`src/rtl/idm_pkg.sv`:
```
package idm_pkg;

  // Where a resolved access lands.
  typedef enum logic [2:0] {
    TGT_NONE = 3'd0,  // low window with nothing here: read 0, write dropped
    TGT_PTR0 = 3'd1,  // pointer register 0
    TGT_PTR1 = 3'd2,  // pointer register 1
    TGT_RAM  = 3'd3,  // general-purpose byte array
    TGT_NULL = 3'd4   // indirect access landing on a virtual location
  } tgt_e;

endpackage

```
`src/rtl/idm_ptr_reg.sv`:
```
module idm_ptr_reg #(
  parameter int DATA_W = 8,
  parameter int PTR_W  = 7
) (
  input  logic              clk,
  input  logic              rst_n,
  input  logic              we,
  input  logic [DATA_W-1:0] wd,
  output logic [PTR_W-1:0]  q,
  output logic [DATA_W-1:0] rd_view
);

  localparam int PAD_W = DATA_W - PTR_W;

  // Read view: unimplemented upper bits read back as ones.
  function automatic logic [DATA_W-1:0] widen(logic [PTR_W-1:0] v);
    return {{PAD_W{1'b1}}, v};
  endfunction

  always_ff @(posedge clk or negedge rst_n) begin
    if (!rst_n)  q <= '0;
    else if (we) q <= wd[PTR_W-1:0];
  end

  assign rd_view = widen(q);

endmodule

```
`src/rtl/idm_decode.sv`:
```
module idm_decode
  import idm_pkg::*;
#(
  parameter int                ADDR_W   = 8,
  parameter int                PTR_W    = 7,
  parameter logic [ADDR_W-1:0] IND0_AT  = 8'h00,
  parameter logic [ADDR_W-1:0] PTR0_AT  = 8'h01,
  parameter logic [ADDR_W-1:0] IND1_AT  = 8'h02,
  parameter logic [ADDR_W-1:0] PTR1_AT  = 8'h03,
  parameter logic [ADDR_W-1:0] GPR_BASE = 8'h40
) (
  input  logic [ADDR_W-1:0] addr,
  input  logic [PTR_W-1:0]  mp0,
  input  logic [PTR_W-1:0]  mp1,
  output logic [ADDR_W-1:0] eff_addr,
  output logic              via_ind,
  output tgt_e              tgt
);

  localparam int EXT_W = ADDR_W - PTR_W;

  function automatic logic [ADDR_W-1:0] extend(logic [PTR_W-1:0] p);
    return {{EXT_W{1'b0}}, p};
  endfunction

  function automatic tgt_e classify(logic [ADDR_W-1:0] a, logic ind);
    if (ind && (a == IND0_AT || a == IND1_AT)) return TGT_NULL;
    if (a == PTR0_AT)                          return TGT_PTR0;
    if (a == PTR1_AT)                          return TGT_PTR1;
    if (a >= GPR_BASE)                         return TGT_RAM;
    return TGT_NONE;
  endfunction

  always_comb begin
    via_ind  = 1'b0;
    eff_addr = addr;
    if (addr == IND0_AT) begin
      via_ind  = 1'b1;
      eff_addr = extend(mp0);
    end else if (addr == IND1_AT) begin
      via_ind  = 1'b1;
      eff_addr = extend(mp1);
    end
  end

  assign tgt = classify(eff_addr, via_ind);

endmodule

```
`src/rtl/idm_ram.sv`:
```
module idm_ram #(
  parameter int DATA_W = 8,
  parameter int RAM_AW = 7
) (
  input  logic              clk,
  input  logic              rst_n,
  input  logic              we,
  input  logic [RAM_AW-1:0] idx,
  input  logic [DATA_W-1:0] wd,
  output logic [DATA_W-1:0] rd
);

  localparam int DEPTH = 1 << RAM_AW;

  logic [DATA_W-1:0] mem [DEPTH];

  always_ff @(posedge clk or negedge rst_n) begin
    if (!rst_n) begin
      for (int i = 0; i < DEPTH; i++) mem[i] <= '0;
    end else if (we) begin
      mem[idx] <= wd;
    end
  end

  assign rd = mem[idx];

endmodule

```
`src/rtl/idm_port.sv`:
```
module idm_port
  import idm_pkg::*;
#(
  parameter int ADDR_W   = 8,
  parameter int DATA_W   = 8,
  parameter int PTR_W    = 7,
  parameter int RAM_AW   = 7,
  parameter int GPR_BASE = 'h40
) (
  input  logic              clk,
  input  logic              rst_n,
  input  logic [ADDR_W-1:0] addr,
  input  logic              wr_en,
  input  logic [DATA_W-1:0] wr_data,
  output logic [DATA_W-1:0] rd_data
);

  localparam int NPTR = 2;
  localparam logic [ADDR_W-1:0] GPR_AT = ADDR_W'(GPR_BASE);

  // Named internal events, visible to the bound checker.
  logic [PTR_W-1:0]  mp     [NPTR];
  logic [DATA_W-1:0] mp_rd  [NPTR];
  logic [NPTR-1:0]   ptr_we;
  logic              ram_we;
  logic [ADDR_W-1:0] eff_addr;
  logic              via_ind;
  tgt_e              tgt;
  logic [DATA_W-1:0] ram_rd;
  logic [PTR_W-1:0]  mp0, mp1;

  assign mp0 = mp[0];
  assign mp1 = mp[1];

  idm_decode #(
    .ADDR_W  (ADDR_W),
    .PTR_W   (PTR_W),
    .GPR_BASE(GPR_AT)
  ) u_dec (
    .addr    (addr),
    .mp0     (mp0),
    .mp1     (mp1),
    .eff_addr(eff_addr),
    .via_ind (via_ind),
    .tgt     (tgt)
  );

  assign ptr_we[0] = wr_en && (tgt == TGT_PTR0);
  assign ptr_we[1] = wr_en && (tgt == TGT_PTR1);
  assign ram_we    = wr_en && (tgt == TGT_RAM);

  for (genvar g = 0; g < NPTR; g++) begin : g_ptr
    idm_ptr_reg #(
      .DATA_W(DATA_W),
      .PTR_W (PTR_W)
    ) u_ptr (
      .clk    (clk),
      .rst_n  (rst_n),
      .we     (ptr_we[g]),
      .wd     (wr_data),
      .q      (mp[g]),
      .rd_view(mp_rd[g])
    );
  end

  idm_ram #(
    .DATA_W(DATA_W),
    .RAM_AW(RAM_AW)
  ) u_ram (
    .clk  (clk),
    .rst_n(rst_n),
    .we   (ram_we),
    .idx  (eff_addr[RAM_AW-1:0]),
    .wd   (wr_data),
    .rd   (ram_rd)
  );

  always_comb begin
    unique case (tgt)
      TGT_PTR0: rd_data = mp_rd[0];
      TGT_PTR1: rd_data = mp_rd[1];
      TGT_RAM:  rd_data = ram_rd;
      default:  rd_data = '0;
    endcase
  end

endmodule

```
`config.mk`:
```
export PLATFORM = sky130hd
export DESIGN_NAME = idm_port
export DESIGN_NICKNAME = d
export VERILOG_FILES = /design/src/rtl/idm_pkg.sv /design/src/rtl/idm_ptr_reg.sv /design/src/rtl/idm_decode.sv /design/src/rtl/idm_ram.sv /design/src/rtl/idm_port.sv
export SDC_FILE = /design/constraint.sdc
export NUM_CORES = 2
export LEC_CHECK = 0
export BUFFER_PORTS_ARGS = -buffer_cell sky130_fd_sc_hd__buf_2
export CORE_MARGIN = 5
export CORE_UTILIZATION = 65
export CTS_CLUSTER_DIAMETER = 100
export CTS_CLUSTER_SIZE = 8
export DETAILED_ROUTE_END_ITERATION = 12
export PLACE_DENSITY = 0.77
export SLEW_MARGIN = 20
export SYNTH_ARGS = -nofsm -noshare
export SYNTH_HDL_FRONTEND = slang
export SYNTH_SLANG_ARGS = --single-unit
```
`constraint.sdc`:
```
create_clock -name clk -period 6.16 [get_ports clk]
set_input_delay 0.616 -clock clk [delete_from_list [all_inputs] [get_ports clk]]
set_output_delay 0.616 -clock clk [all_outputs]
set_load 0.05 [all_outputs]
```
**Yosys cells after proc, flatten, opt, wreduce, memory -nomap -nowiden**

Cells that the tools add are included.

- $lt $le $gt $ge: 3
- Equal/unequal tests: 7
- Muxes and demuxes: 29
- Bitwise logic cells: 1
- Reductions and logical operators: 8

Operators by type and width:

| kind | number |
|---|---|
| bitwise mux 1024 bit | 1 |
| binary-select mux 8 bit (select 7 bit) | 1 |
| demux 8 bit (select 7 bit) | 1 |
| two-way mux 8 bit | 5 |
| == test 8 x 2 -> 1 bit, second input constant | 3 |
| two-way mux 3 bit | 8 |
| case mux 8 bit (3 select lines) | 1 |
| zero test 8 bit | 2 |
| two-way mux 1 bit | 12 |
| == test 8 x 1 -> 1 bit, second input constant | 1 |
| greater-or-equal comparator 8 x 7 -> 1 bit, second input constant | 1 |
| greater-or-equal comparator 8 bit, second input constant | 1 |
| less-than comparator 8 x 1 -> 1 bit, second input constant | 1 |
| NOT 7 -> 8 bit | 1 |
| == test 3 x 2 -> 1 bit, second input constant | 2 |
| logical AND 1 bit | 5 |
| == test 3 x 1 -> 1 bit, second input constant | 1 |
| logical OR 1 bit | 1 |

- Bits in registers: 1038
- Input bits: 19
- Output and inout bits: 8

**Depth between registers and ports, before layout**

- Depth in word-level cells: 19
- Depth in mapped cells: 15

**Cells and area by module**

From an unflattened synthesis, not the netlist that was laid out.

- Cell total of the unflattened synthesis: 3657
- Area total of the unflattened synthesis: 48067.4 um^2

Modules (own cells, without submodules):

| module | instances | cells each | area each (um^2) | seq. area each (um^2) |
|---|---|---|---|---|
| idm_ram | 1 | 3533 | 46679.8 | 25624.6 |
| idm_ptr_reg | 2 | 24 | 355.3 | 175.2 |
| idm_port | 1 | 32 | 345.3 | 0.0 |
| idm_decode | 1 | 44 | 331.6 | 0.0 |

**Least setup slack after synthesis**

No wires, ideal clock.

- Path type: input port to output port
- Start: input addr[7]
- End: output rd_data[5]
- Arrival: 4.452 ns
- Data required time: 5.544 ns
- Path slack: 1.092 ns
- Stages: 11
- Cells stage by stage: buf_2 -> or4_4 -> o41a_1 -> buf_2 -> o211ai_1 -> clkbuf_1 -> o22ai_1 -> o31ai_1 -> o221ai_1 -> or3_1 -> a211oi_1

- Word-level cells in the longest chain between the ends: 14

Ends and longest elaborated chain:

| element | line | text |
|---|---|---|
| from (decl) | idm_port.sv:12 | `input logic [ADDR_W-1:0] addr,` |
| == test 8 x 2 -> 1 bit | idm_decode.sv:40 | `end else if (addr == IND1_AT) begin` |
| two-way mux 8 bit | idm_decode.sv:40 |  |
| two-way mux 8 bit | idm_decode.sv:37 | `if (addr == IND0_AT) begin` |
| greater-or-equal comparator 8 x 7 -> 1 bit | idm_decode.sv:30 | `if (a >= GPR_BASE) return TGT_RAM;` |
| two-way mux 1 bit (2 in a row) | idm_decode.sv:30 |  |
| two-way mux 1 bit | idm_decode.sv:29 | `if (a == PTR1_AT) return TGT_PTR1;` |
| two-way mux 1 bit | idm_decode.sv:28 | `if (a == PTR0_AT) return TGT_PTR0;` |
| two-way mux 3 bit | idm_decode.sv:31 | `return TGT_NONE;` |
| two-way mux 3 bit | idm_decode.sv:30 |  |
| two-way mux 3 bit | idm_decode.sv:29 |  |
| two-way mux 3 bit | idm_decode.sv:28 |  |
| == test 3 x 2 -> 1 bit or == test 3 x 1 -> 1 bit (tied branches) | idm_port.sv:79 | `unique case (tgt)` |
| case mux 8 bit (3 select lines) * | idm_port.sv:79 |  |
| to (decl) | idm_port.sv:15 | `output logic [DATA_W-1:0] rd_data` |

Mark *: on every way between the ends. The rest lies on a longest branch, timed or not. The select of a mux whose other input is x is not followed.

**Worst setup path after layout**

- Start: input addr[4]
- End: output rd_data[5]

Same word-level chain as after synthesis.

==> flow_metrics.tcl <==
set metrics [dict create \
    status "complete, but fails checks" \
    violations "hold timing" \
    dieArea_um2 78500 \
    rows 99 \
    final_common_cell "mux2_2" \
    insertion_delay_ns 0.74 \
    cts_resized 1 \
    start_kind "primary input" \
    numPortBuffers 26 \
    p_sw_w 0.00438 \
    critPathKind "in -> out" \
    synth-main-ff-cell "dfrtp_1" \
    period_minus_slack_ns 6.14 \
    area_growth_pct 12.9 \
    syn_inst 3724 \
    whs_ns -0.0396 \
    grt_pass1_wl_mm 241 \
    reg2reg_slack_ns 1.94 \
    clkPwrFrac_pct 43.7 \
    min_path_type "in -> async" \
    setup_ws_ns 0.0190 \
    synth_top_family_by_area "multiplexers" \
    tritoncts "built" \
    place_congestion 0.980 \
    first_pass_iters 6 \
    grt.total_usage_pct 41.1 \
    cts_buffers 147 \
    pre_cts_ws_ns 0.0697 \
    yosys.area_share.simple_pct 6.36 \
    timing.rr.start "g_ptr[0].u_ptr.q[0]" \
    power.density_nw_per_um2 311 \
    cts.sinks 1038 \
    fp.coreArea_um2 72700 \
    worstMarginPinSlew_ns 1.20 \
    synth-async-reset-ratio_pct 100 \
    postSynthAreaPerCell_um2 12.7 \
    synth_compound_area_share_pct 9.51 \
    max_freq_mhz 163 \
    comb_power_share_pct 10.8 \
    synthesis.nets 3743 \
    fillers 4582 \
    synth_xor_area_share_pct 0 \
    arrival_ns 5.53 \
    postCtsSetupBuffers 0 \
    netlist_area_um2 47500 \
    drt-initial-drc-count 4525 \
    ant_nets 0 \
    grt_max_degree 190 \
    chipWidth_um 280 \
    rsz0062_at_grt "no" \
    period_share_pct 99.7 \
    die_h_um 280 \
    finalNonFillerCells 4779 \
    layout-drive-gt1-share_pct 41.4 \
    finalWirelength_mm 161 \
    ff2ff_path_depth 8 \
    clk_path_buf_depth 3 \
    wire_per_inst_um 33.8 \
    hold_buffers 0 \
    power.leakage_nw 25.2 \
    final_cell_mix "mux2_2 (1064), dfrtp_1 (1038), o22ai_1 (198)" \
    crit_path_end "rd_data[5]" \
    synth_mux_area_share_pct 27.0 \
    p_int_w 0.0123 \
    worstPathRequired_ns 5.54 \
    seqPwrFrac_pct 45.5 \
    synth-edff-count 0 \
    report.final.slew_viol_count 0 \
    place_inst 4610 \
    htreeDepth 4 \
    grt_antenna_before_repair 10 \
    synthAdderAreaFrac_pct 0 \
    ios 27 \
    clock_skew_ns 0.0196 \
    r2r_end "u_ram.mem[667]" \
    drc_errors 0 \
    grt.overflow.total 0 \
    ys_seq_area_share_pct 54.7 \
    hold_viol 19 \
    relSlewSlack_pct 19.0 \
    setup_tns_ns 0 \
    clk_pin_slew_worst_paths_ns 0.05 \
    endpoint_kind "output port" \
    vias 35500 \
    ys_ff_latch 1038 \
    worstSetupStartpoint "addr[4]" \
    routed_via_density 7.44 \
    start_util_pct 65.3 \
    synth_cell_types 76 \
    switching_share_pct 26.3 \
    clock-root-buffer "clkbuf_16" \
    detailed_place_hpwl_mm 102 \
    nets 3820 \
    first_global_vias 36600 \
    ys_warn_count 0 \
    cp_max_fo 11 \
    setup-violations-final 0 \
    ir_worst_vdd_mv 0.282 \
    max-cap-violations 0 \
]
==> kinds of logic (layout without fill, tap and decap cells) <==
family | after synthesis | count (layout)
AOI/OAI and AO/OA | 650 | 650
buffers and inverters | 284 | 375
DFF | 1038 | 1038
muxes | 1115 | 1115
other | 0 | 5
and+or+nand+nor | 637 | 637
==> registers in the layout, indices dropped and copies added (netlist names) <==
name,cells
g_ptr.u_ptr.q,14
u_ram.mem,1024
==> stage by stage <==
| step | utilization [%] | total power, W | area (um2) |
|---|---|---|---|
| after CTS | 73.6 | 0.0166 | 53500 |
| after global routing | 73.7 | 0.0171 | 53600 |
| after detailed placement | 68.1 | 0.00941 | 49500 |
| after floorplan | - | 0.00860 | 47500 |
| final | 73.7 | 0.0167 | 53600 |
| after global placement | 68.0 | 0.00931 | 49500 |
==> routing by layer <==
layer  GRT usage [%]  vias to the layer above  routed length, um
li1                -                    13900                  -
met1            55.1                    18400              60800
met2            60.4                     2526              70800
met3            14.1                      655              20000
met4            20.9                        8               9670
met5               0                        -                 50
==> how the worst min path moves through the flow <==
stage / slack (ns) / to / from
finish: -0.04 / u_ram.mem[743] / rst_n
global route: 0.03 / u_ram.mem[759] / rst_n
CTS: 0.006 / u_ram.mem[743] / rst_n
detailed placement: 0.49 / u_ram.mem[403] / u_ram.mem[403]
global placement: 0.48 / u_ram.mem[216] / u_ram.mem[216]
floorplan: 0.32 / g_ptr[0].u_ptr.q[0] / rst_n
==> layout make-up <==
class / instances / area (um2) / area share, %
Antenna cell: 5 / 12.5 / 0.0234
Clock buffer: 148 / 3690 / 6.89
Clock inverter: 15 / 332 / 0.619
Inverter: 1 / 3.75 / 0.00701
Multi-Input combinational cell: 2402 / 20500 / 38.2
Sequential cell: 1038 / 26000 / 48.5
Tap cell: 959 / 1200 / 2.24
Timing Repair Buffer: 211 / 1890 / 3.52
==> critical path, cell delays in order <==
cell and delay [ns]:
buf_2 0.14, or4_4 0.67, o41a_1 0.65, nor2_4 0.44
buf_4 0.21, o21ai_0 0.11, or3_1 0.33, a31oi_1 0.37
o311ai_0 0.50, or3_1 0.58, a211oi_2 0.53, buf_4 0.23
buf_12 0.13
==> synth_stat cells (5+ instances only) <==
cell       instances  area, um2
or3_1             22        138
o211ai_1          27        203
a31oi_1           19        119
o21a_1             6       45.0
nor3_1            48        240
a21oi_1           55        275
nand3_1           54        270
a32oi_1            6       52.6
nand4_1           12       75.1
nor2_1           173        649
a22oi_1           10       75.1
o22a_1            10       87.6
mux4_2            25        563
and2_1             6       37.5
a221oi_1           8       70.1
nand2_1          183        687
o32ai_1            5       43.8
a211oi_1          42        315
or4_1              8       60.1
dfrtp_1         1038      26000
a2111oi_0          5       43.8
clkbuf_1         201        754
a21o_1             8       60.1
o31a_1             7       61.3
a2bb2oi_1          7       61.3
buf_2             56        280
nor4_1            17        106
o221ai_1          75        657
o21ai_0           96        480
buf_1             23       86.3
mux2_2          1064      12000
o22ai_1          198       1240
a31o_2             8       70.1
nor2_2            81        507
and3_1            14       87.6
o31ai_1           12       90.1
mux2i_1           26        260
==> power groups by stage <==
stage	Sequential (W)	Combinational, W	Clock (W)
final	0.00758	0.00180	0.00728
after global routing	0.00762	0.00189	0.00761
after CTS	0.00757	0.00176	0.00730
after detailed placement	0.00767	0.00174	0
after global placement	0.00763	0.00169	0
after floorplan	0.00758	0.00103	0
Power figures use the tool's default switching activity.
